### src/rtl/wake_pkg.sv
package wake_pkg;
  localparam int unsigned DEFAULT_SRC = 8;

  typedef enum logic [1:0] {
    POL_IDLE     = 2'd0,
    POL_ARMED    = 2'd1,
    POL_FALLBACK = 2'd2
  } pol_state_e;
endpackage

### src/rtl/wake_latch.sv
module wake_latch #(
  parameter int unsigned N_SRC = 8
) (
  input  logic             clk,
  input  logic             rst_n,
  input  logic             clr,
  input  logic             load,
  input  logic             capture,
  input  logic [N_SRC-1:0] mask_in,
  input  logic [N_SRC-1:0] src,
  output logic [N_SRC-1:0] mask_q,
  output logic [N_SRC-1:0] pend_q
);
  always_ff @(posedge clk or negedge rst_n) begin
    if (!rst_n)     mask_q <= '0;
    else if (clr)   mask_q <= '0;
    else if (load)  mask_q <= mask_in;
  end

  for (genvar i = 0; i < N_SRC; i++) begin : g_bit
    always_ff @(posedge clk or negedge rst_n) begin
      if (!rst_n)                          pend_q[i] <= 1'b0;
      else if (clr || load)                pend_q[i] <= 1'b0;
      else if (capture && src[i] && mask_q[i]) pend_q[i] <= 1'b1;
    end
  end

  // a pending bit is never lost without a load or clear
  a_r5_pend_sticky: assert property (@(posedge clk) disable iff (!rst_n)
    (!clr && !load) |=> ((pend_q & $past(pend_q)) == $past(pend_q)));

  // masked-off positions never become pending
  a_r6_masked_quiet: assert property (@(posedge clk) disable iff (!rst_n)
    (!clr && !load) |=> ((pend_q & ~$past(mask_q) & ~$past(pend_q)) == '0));

  // clear empties both registers
  a_r9_clear_all: assert property (@(posedge clk) disable iff (!rst_n)
    clr |=> (pend_q == '0 && mask_q == '0));
endmodule

### src/rtl/wake_policy.sv
module wake_policy
  import wake_pkg::*;
(
  input  logic clk,
  input  logic rst_n,
  input  logic en_req,
  input  logic dis,
  input  logic ds_ack_n,
  input  logic clr,
  input  logic load,
  output logic en_ack,
  output logic armed,
  output logic fallback
);
  pol_state_e state_q, state_d;

  always_ff @(posedge clk or negedge rst_n) begin
    if (!rst_n) en_ack <= 1'b0;
    else        en_ack <= en_req && !dis;
  end

  always_comb begin
    state_d = state_q;
    if (clr)
      state_d = POL_IDLE;
    else if (load)
      state_d = (en_ack && !ds_ack_n && !dis) ? POL_ARMED : POL_IDLE;
    else if (state_q == POL_ARMED && dis)
      state_d = POL_FALLBACK;
  end

  always_ff @(posedge clk or negedge rst_n) begin
    if (!rst_n) state_q <= POL_IDLE;
    else        state_q <= state_d;
  end

  assign armed    = (state_q == POL_ARMED);
  assign fallback = (state_q == POL_FALLBACK);

  // disable refuses the enable handshake
  a_r3_refuse: assert property (@(posedge clk) disable iff (!rst_n)
    dis |=> !en_ack);

  // armed and fallback are never both reported
  a_r8_exclusive: assert property (@(posedge clk) disable iff (!rst_n)
    !(armed && fallback));

  // disable while armed leads to fallback unless cleared or reloaded
  a_r8_revert: assert property (@(posedge clk) disable iff (!rst_n)
    (armed && dis && !clr && !load) |=> fallback);
endmodule

### src/rtl/wake_detect.sv
module wake_detect
  import wake_pkg::*;
#(
  parameter int unsigned N_SRC = DEFAULT_SRC
) (
  input  logic             clk,
  input  logic             rst_n,
  input  logic [N_SRC-1:0] src,
  input  logic             mask_load,
  input  logic [N_SRC-1:0] mask_in,
  input  logic             clr,
  input  logic             en_req,
  output logic             en_ack,
  input  logic             dis,
  output logic             ds_req_n,
  input  logic             ds_ack_n,
  output logic [N_SRC-1:0] pend,
  output logic [N_SRC-1:0] sense,
  output logic             armed,
  output logic             fallback,
  output logic             wake
);
  logic capture;

  wake_policy u_policy (
    .clk      (clk),
    .rst_n    (rst_n),
    .en_req   (en_req),
    .dis      (dis),
    .ds_ack_n (ds_ack_n),
    .clr      (clr),
    .load     (mask_load),
    .en_ack   (en_ack),
    .armed    (armed),
    .fallback (fallback)
  );

  assign capture = armed && !dis;

  wake_latch #(.N_SRC(N_SRC)) u_latch (
    .clk     (clk),
    .rst_n   (rst_n),
    .clr     (clr),
    .load    (mask_load),
    .capture (capture),
    .mask_in (mask_in),
    .src     (src),
    .mask_q  (sense),
    .pend_q  (pend)
  );

  assign ds_req_n = !en_ack;
  assign wake     = (armed && (|pend)) || fallback || (armed && dis);

  // a forced wake is immediate
  a_r8_forced_wake: assert property (@(posedge clk) disable iff (!rst_n)
    (armed && dis) |-> wake);

  // nothing pending and no forced cause means no wake
  a_r7_quiet: assert property (@(posedge clk) disable iff (!rst_n)
    (pend == '0 && !fallback && !dis) |-> !wake);

  // request toward the core mirrors the acknowledge
  a_r2_core_req: assert property (@(posedge clk) disable iff (!rst_n)
    ds_req_n != en_ack);
endmodule

### config.mk
export PLATFORM = sky130hd
export DESIGN_NAME = wake_detect
export DESIGN_NICKNAME = d
export VERILOG_FILES = /design/src/rtl/wake_pkg.sv /design/src/rtl/wake_latch.sv /design/src/rtl/wake_policy.sv /design/src/rtl/wake_detect.sv
export SDC_FILE = /design/constraint.sdc
export NUM_CORES = 1
export LEC_CHECK = 0
export BUFFER_PORTS_ARGS = -buffer_cell sky130_fd_sc_hd__buf_2
export CORE_MARGIN = 1
export CORE_UTILIZATION = 47
export DETAILED_ROUTE_END_ITERATION = 12
export PLACE_DENSITY_LB_ADDON = 0.3
export SLEW_MARGIN = 10
export SYNTH_ARGS = -nofsm -noshare
export SYNTH_HDL_FRONTEND = slang
export SYNTH_SLANG_ARGS = --single-unit
### constraint.sdc
create_clock -name clk -period 3.4 [get_ports clk]
set_input_delay 0.68 -clock clk [delete_from_list [all_inputs] [get_ports clk]]
set_output_delay 0.68 -clock clk [all_outputs]
set_load 0.005 [all_outputs]
==> results of run 1 <==
report_power, final:
part           switching, uW  internal [uW]  total, uW  leakage [uW]
sequential              4.76            232        237      0.000259
clock                   68.7           43.8        113     0.0000177
combinational           24.7           20.8       45.5      0.000334
total                   98.1            297        395      0.000611
sequential cells by signal (all words and copies together), names as in the netlist:
name / cells
u_latch.mask_q: 8
u_latch.pend_q: 8
u_policy.en_ack: 1
u_policy.state_q: 2
per-layer routing:
metal / vias to the layer above / global-route usage / part of all wire
li1: 345 / - / -
met1: 314 / 0.278 / 0.46
met2: 28 / 0.285 / 0.47
met3: 4 / 0.0408 / 0.056
met4: 0 / 0.121 / 0.021
met5: - / 0 / 0
worst max-delay path: cells and delay by family, from the launching register on:
| kind | cells | cell delay (ns) |
|---|---|---|
| buffers and inverters | 1 | 0.12 |
| AO/OA/AOI/OAI | 1 | 0.19 |
| flip-flops | 1 | 0.40 |
| AND/OR/NAND/NOR | 2 | 0.49 |
kinds of logic (layout without fill, tap and decap cells):
family          count (synthesis)  in the layout  synth area share
buf+inv                         7             50            0.0468
mux                             8              8            0.0936
flops                          19             19             0.556
compound gates                 12             12            0.0848
simple gates                   27             27             0.219
cell type report:
class,instances,area (um2)
clock inverters,1,5.00
flip-flops and latches,19,475
fillers,157,607
clock buffers,3,22.5
multi-input cells,47,340
repair buffers,43,215
inverters,3,11.3
well taps,25,31.3
cells in the mapped netlist, drive strengths merged:
library cell and count:
dfrtp 19, nor3 10, nor2 9, a31oi 8
mux2i 8, buf 4, inv 3, a21oi 2
and2b 2, nor2b 2, a21o 1, nand3 1
nand4 1, nor3b 1, nor4 1, o21ai 1
worst max-delay path by stage:
stage	slack, ns	endpoint	cells after the start
CTS	1.21	wake	4
global route	1.10	wake	4
global placement	1.34	wake	5
finish	1.22	wake	4
floorplan	1.61	wake	3
detailed placement	1.28	wake	5
per-stage QoR:
stage | std cells | util | setup slack (ns) | total power (uW)
6_report | 141 | 0.645 | 1.22 | 395
5_1_grt | 141 | 0.645 | 1.10 | 416
4_1_cts | 141 | 0.645 | 1.21 | 399
3_5_place_dp | 137 | 0.629 | 1.28 | 288
3_3_place_gp | 137 | 0.629 | 1.34 | 286
2_1_floorplan | 73 | - | 1.61 | 263
==> metrics.md, run 1 <==
| Metric | Value |
|---|---|
| Routed len/inst | `around 13 um` |
| Worst-path clk slew | `roughly 0.11 ns` |
| Status | `complete, but fails checks` |
| Dominant cells by area after synthesis | `dfrtp_1 56%, mux2i_1 9.4%, nor3_2 9.4%` |
| RR Startpoint | `u_policy.state_q[1]` |
| Die area | `~2000 um2` |
| Largest net degree at the start of global routing | `20` |
| Critical Path AT | `1.50 ns` |
| Mapped Area | `approximately 860 um2` |
| Vias | `just under 700` |
| Synth top area share | `0.556` |
| Mean Syn Cell Area | `11.7 um2` |
| Rows | `15` |
| Setup crit end kind | `output pin` |
| Worst Hold Class | `input pin to asynchronous set/reset pin` |
| CTS tree | `yes` |
| Crit path time final | `2.18 ns` |
| Cell taking the most area after synthesis | `dfrtp_1` |
| Sink Count | `19` |
| Final instance area | `between 1000 and 1500 um2` |
| Final RePlAce weighted congestion | `just under 0.8` |
| Total detailed-routing wirelength | `between 1.5 and 2 mm` |
| Crit path required time | `2.72 ns` |
| Slowest CP cell | `dfrtp_1` |
| Layout cells sized above 1 | `0.483` |
| Max cap viols | `0` |
| Initial antenna violation count | `0` |
| Placed instance area | `roughly 1100 um2` |
| Worst slew pin tran | `about 0.50 ns` |
| Failing checks | `design-rule violations` |
| Top Ports | `44` |
| Most common cell after layout, fill and taps aside | `buf_2` |
| DRT antenna net count | `0` |
| Fin. Hold Viols | `0` |
| Post-DP HPWL | `1.30 mm` |
| Synth unique cells | `19` |
| Skew-Pair Late Insertion Delay | `between 0.2 and 0.3 ns` |
| Core area | `about 1700 um2` |
| Clk_skew | `approximately 0.0023 ns` |
| Synthesized net count | `96` |
| P&R area growth vs syn | `28.7%` |
| Setup bufs post-CTS | `0` |
| Setup CP Type | `flop to output pin` |
| Port bufs | `43` |
| Hold buffers post-CTS | `0` |
| VDD IR max | `a little over 0.2 mV` |
| Die Span Y | `around 45 um` |
| Final #Nets | `140` |
| Setup TNS | `0 ns` |
| Setup violators final | `0` |
| Worst r2r dst | `u_latch.pend_q[2]` |
| CTS resizes | `0` |
| Via/cell ratio | `slightly below 5` |
| Seq/Total Area, Yosys | `0.556` |
| Detailed router's first-iteration violation count | `6` |
| H-tree depth | `1` |
| Most frequent cells in the layout | `43 x buf_2, 19 x dfrtp_1, 9 x nor2_1` |
| Max Transition Viols Final | `0` |
| Vias in the first global route | `630` |
| LEAKAGE | `0.000611 uW` |
| Worst-path maximum fanout | `3` |
| Crit path launch | `u_latch.pend_q[3]` |
| PwrDens | `about 360 nW/um2` |
| Root Driver | `clkbuf_4` |
| Crit path cell chain | `nor4_1 > nand3_1 > a21o_1 > buf_2` |
| Worst reg2reg setup slack | `roughly 2.2 ns` |
| Total CTS buffers | `3` |
| Total global routing overflow | `0` |
| Global Route Usage Sum | `0.200` |
| # DRC | `2` |
| First-pass GRT wire length | `between 2 and 3 mm` |
| Unrepaired setup endpoints after global routing | `no` |
| TritonRoute pass-1 iters | `8` |
| Worst r2r path cells | `3` |
| Yosys reg bits | `19` |
| Cells after synthesis | `73` |
| Startpoint Class | `flop` |
| Fmax | `0.460 GHz` |
| Min Hold Slack | `0.299 ns` |
| ANT cells | `0` |
| Worst rel slew slack | `0.666` |
| Max incr delay on CP | `0.40 ns` |
| CTS max path bufs | `2` |
| Initial Util | `0.501` |
| Yosys warns | `0` |
| Chip width | `44.7 um` |
| Fin crit share | `0.640` |
(Power assumes the default switching activity.)
==> run 2, diff against run 1 <==
--- a/config.mk
+++ b/config.mk
@@ -7,7 +7,7 @@
 export LEC_CHECK = 0
 export BUFFER_PORTS_ARGS = -buffer_cell sky130_fd_sc_hd__buf_2
 export CORE_MARGIN = 1
-export CORE_UTILIZATION = 47
+export CORE_UTILIZATION = 43
 export DETAILED_ROUTE_END_ITERATION = 12
 export PLACE_DENSITY_LB_ADDON = 0.3
 export SLEW_MARGIN = 10
==> constraint.sdc (replaced) <==
create_clock -name clk -period 2.26 [get_ports clk]
set_input_delay 0.452 -clock clk [delete_from_list [all_inputs] [get_ports clk]]
set_output_delay 0.452 -clock clk [all_outputs]
set_load 0.005 [all_outputs]
==> run 2 against run 1 <==
The flow now finishes without violations. Sequential power is 50% higher. Die area is 8.9% higher. Via count grew 1.7%. Clock power rose by 49%. Critical path depth unchanged. Setup slack got worse by 0.91 ns. Sequential share of layout area hardly changed. Non-clock buffer count is the same. Largest power group unchanged.
==> metrics.md, run 2 (synthesized netlist as in run 1, its figures left out) <==
| Metric | Value |
|---|---|
| Top routing layer in use | `met4` |
| Vias | `~700` |
| DR WL met2 | `~880 um` |
| H-tree depth | `1` |
| Fin. Hold Viols | `0` |
| Total global routing overflow | `0` |
| TritonRoute pass-1 iters | `3` |
| Post-Route Utilization | `0.610` |
| Critical Path AT | `1.49 ns` |
| Via/cell ratio | `around 5.0` |
| Fmax | `slightly above 0.5 GHz` |
| Max incr delay on CP | `around 0.42 ns` |
| Setup crit end kind | `output pin` |
| Port bufs | `43` |
| Min Hold Slack | `around 0.078 ns` |
| Setup bufs post-CTS | `0` |
| Unrepaired setup endpoints after global routing | `no` |
| Crit path required time | `~1.8 ns` |
| Largest registers | `u_latch.mask_q (8), u_latch.pend_q (8), u_policy.state_q (2)` |
| Final RePlAce weighted congestion | `between 0.7 and 0.8` |
| Post-DP HPWL | `between 1 and 1.5 mm` |
| First-pass GRT wire length | `between 2 and 3 mm` |
| M1 WL | `approximately 810 um` |
| Most common cell after layout, fill and taps aside | `buf_2` |
| CTS resizes | `0` |
| Final worst slack | `about 0.31 ns` |
| Die Span Y | `between 40 and 50 um` |
| Fill cell count | `between 150 and 200` |
| Initial Util | `0.475` |
| Worst Hold Class | `input pin to asynchronous set/reset pin` |
| CTS tree | `yes` |
| Met3 WL post-DR | `94 um` |
| Clk_skew | `about 0.00053 ns` |
| Hold buffers post-CTS | `0` |
| Total CTS buffers | `3` |
| Worst-path maximum fanout | `3` |
| Die area | `approximately 2200 um2` |
| Final #Nets | `140` |
| Startpoint Class | `flop` |
| Core area | `1800 um2` |
| PwrDens | `~540 nW/um2` |
| P&R area growth vs syn | `28.5%` |
| Crit path cell chain | `nor4_1 > nand3_1 > a21o_1 > buf_2` |
| Setup CP Type | `flop to output pin` |
| Skew-Pair Late Insertion Delay | `around 0.29 ns` |
| LEAKAGE | `~0.00061 uW` |
| Setup TNS | `0 ns` |
| Max cap viols | `0` |
| CTS max path bufs | `2` |
| Detailed router's first-iteration violation count | `6` |
| Setup violators final | `0` |
| Chip width | `46.6 um` |
| # DRC | `0` |
| FF/Latch Area | `~480 um2` |
| Most frequent cells in the layout | `43 x buf_2, 19 x dfrtp_1, 9 x nor2_1` |
| Top Ports | `44` |
| Bufs and invs on worst path | `1` |
| Global Route Usage Sum | `0.178` |
| ANT cells | `0` |
| DRT antenna net count | `0` |
| Final instance area | `between 1000 and 1500 um2` |
| Rows | `15` |
| Routed len/inst | `around 13 um` |
| Fin crit share | `0.861` |
| Largest net degree at the start of global routing | `20` |
| Layout cells sized above 1 | `0.474` |
| Worst slew pin tran | `0.501 ns` |
| Multi-input gate area | `between 300 and 400 um2` |
| VDD IR max | `0.317 mV` |
| Slowest CP cell | `dfrtp_1` |
| Initial antenna violation count | `0` |
| Sink Count | `19` |
| Vias in the first global route | `between 600 and 700` |
| Root Driver | `clkbuf_4` |
| Worst-path clk slew | `roughly 0.1 ns` |
| Worst rel slew slack | `0.666` |
| CP delay by family, top | `simple AND/OR/NAND/NOR gates` |
| Max Transition Viols Final | `0` |
| Crit path time final | `~1.9 ns` |
| Worst slack at placement | `0.609 ns` |
| Placed instance area | `~1100 um2` |
| Total detailed-routing wirelength | `1.79 mm` |
| Status | `finished, final reports clean` |
-- run 2: stage by stage --
stage | cells | power, uW
final | 141 | 593
after global routing | 141 | 623
after CTS | 141 | 604
after detailed placement | 137 | 433
after global placement | 137 | 431
after floorplan | 73 | 395
-- run 2: area by class of cell --
cell class | instances | area share
clock buffer | 4 | 0.0239
timing repair buffer | 43 | 0.196
inverter | 3 | 0.0102
tap | 25 | 0.0284
multi-input combinational | 47 | 0.309
sequential | 19 | 0.432
-- run 2: layer usage --
metal,up-vias,global-route usage
met1,328,0.221
li1,344,-
met3,2,0.0235
met4,0,0.103
met5,-,0
met2,29,0.292
-- run 2: worst reg2reg max path: stages, from the launching register on --
cell and delay [ns]:
dfrtp_1 0.45, nor3b_4 0.40, a31oi_1 0.17, nor3_2 0.12
-- run 2: worst paths after layout --
path,startpoint,endpoint,slack [ns],cells past startpoint
setup / recovery,u_latch.pend_q[3],wake,0.31,4
hold / removal,rst_n,u_latch.pend_q[6],0.08,1
setup reg to reg,u_policy.state_q[1],u_latch.pend_q[0],1.05,3
hold reg to reg,u_latch.pend_q[6],u_latch.pend_q[6],0.55,2
max in group asynchronous,rst_n,u_latch.pend_q[3],1.89,1
min in group clk,en_req,u_policy.en_ack,0.38,2
-- run 2: report_power, final --
part	total, uW	switching [uW]	internal (uW)
Combinational	68.8	37.5	31.3
Sequential	356	7.09	349
Clock	168	99.0	68.6
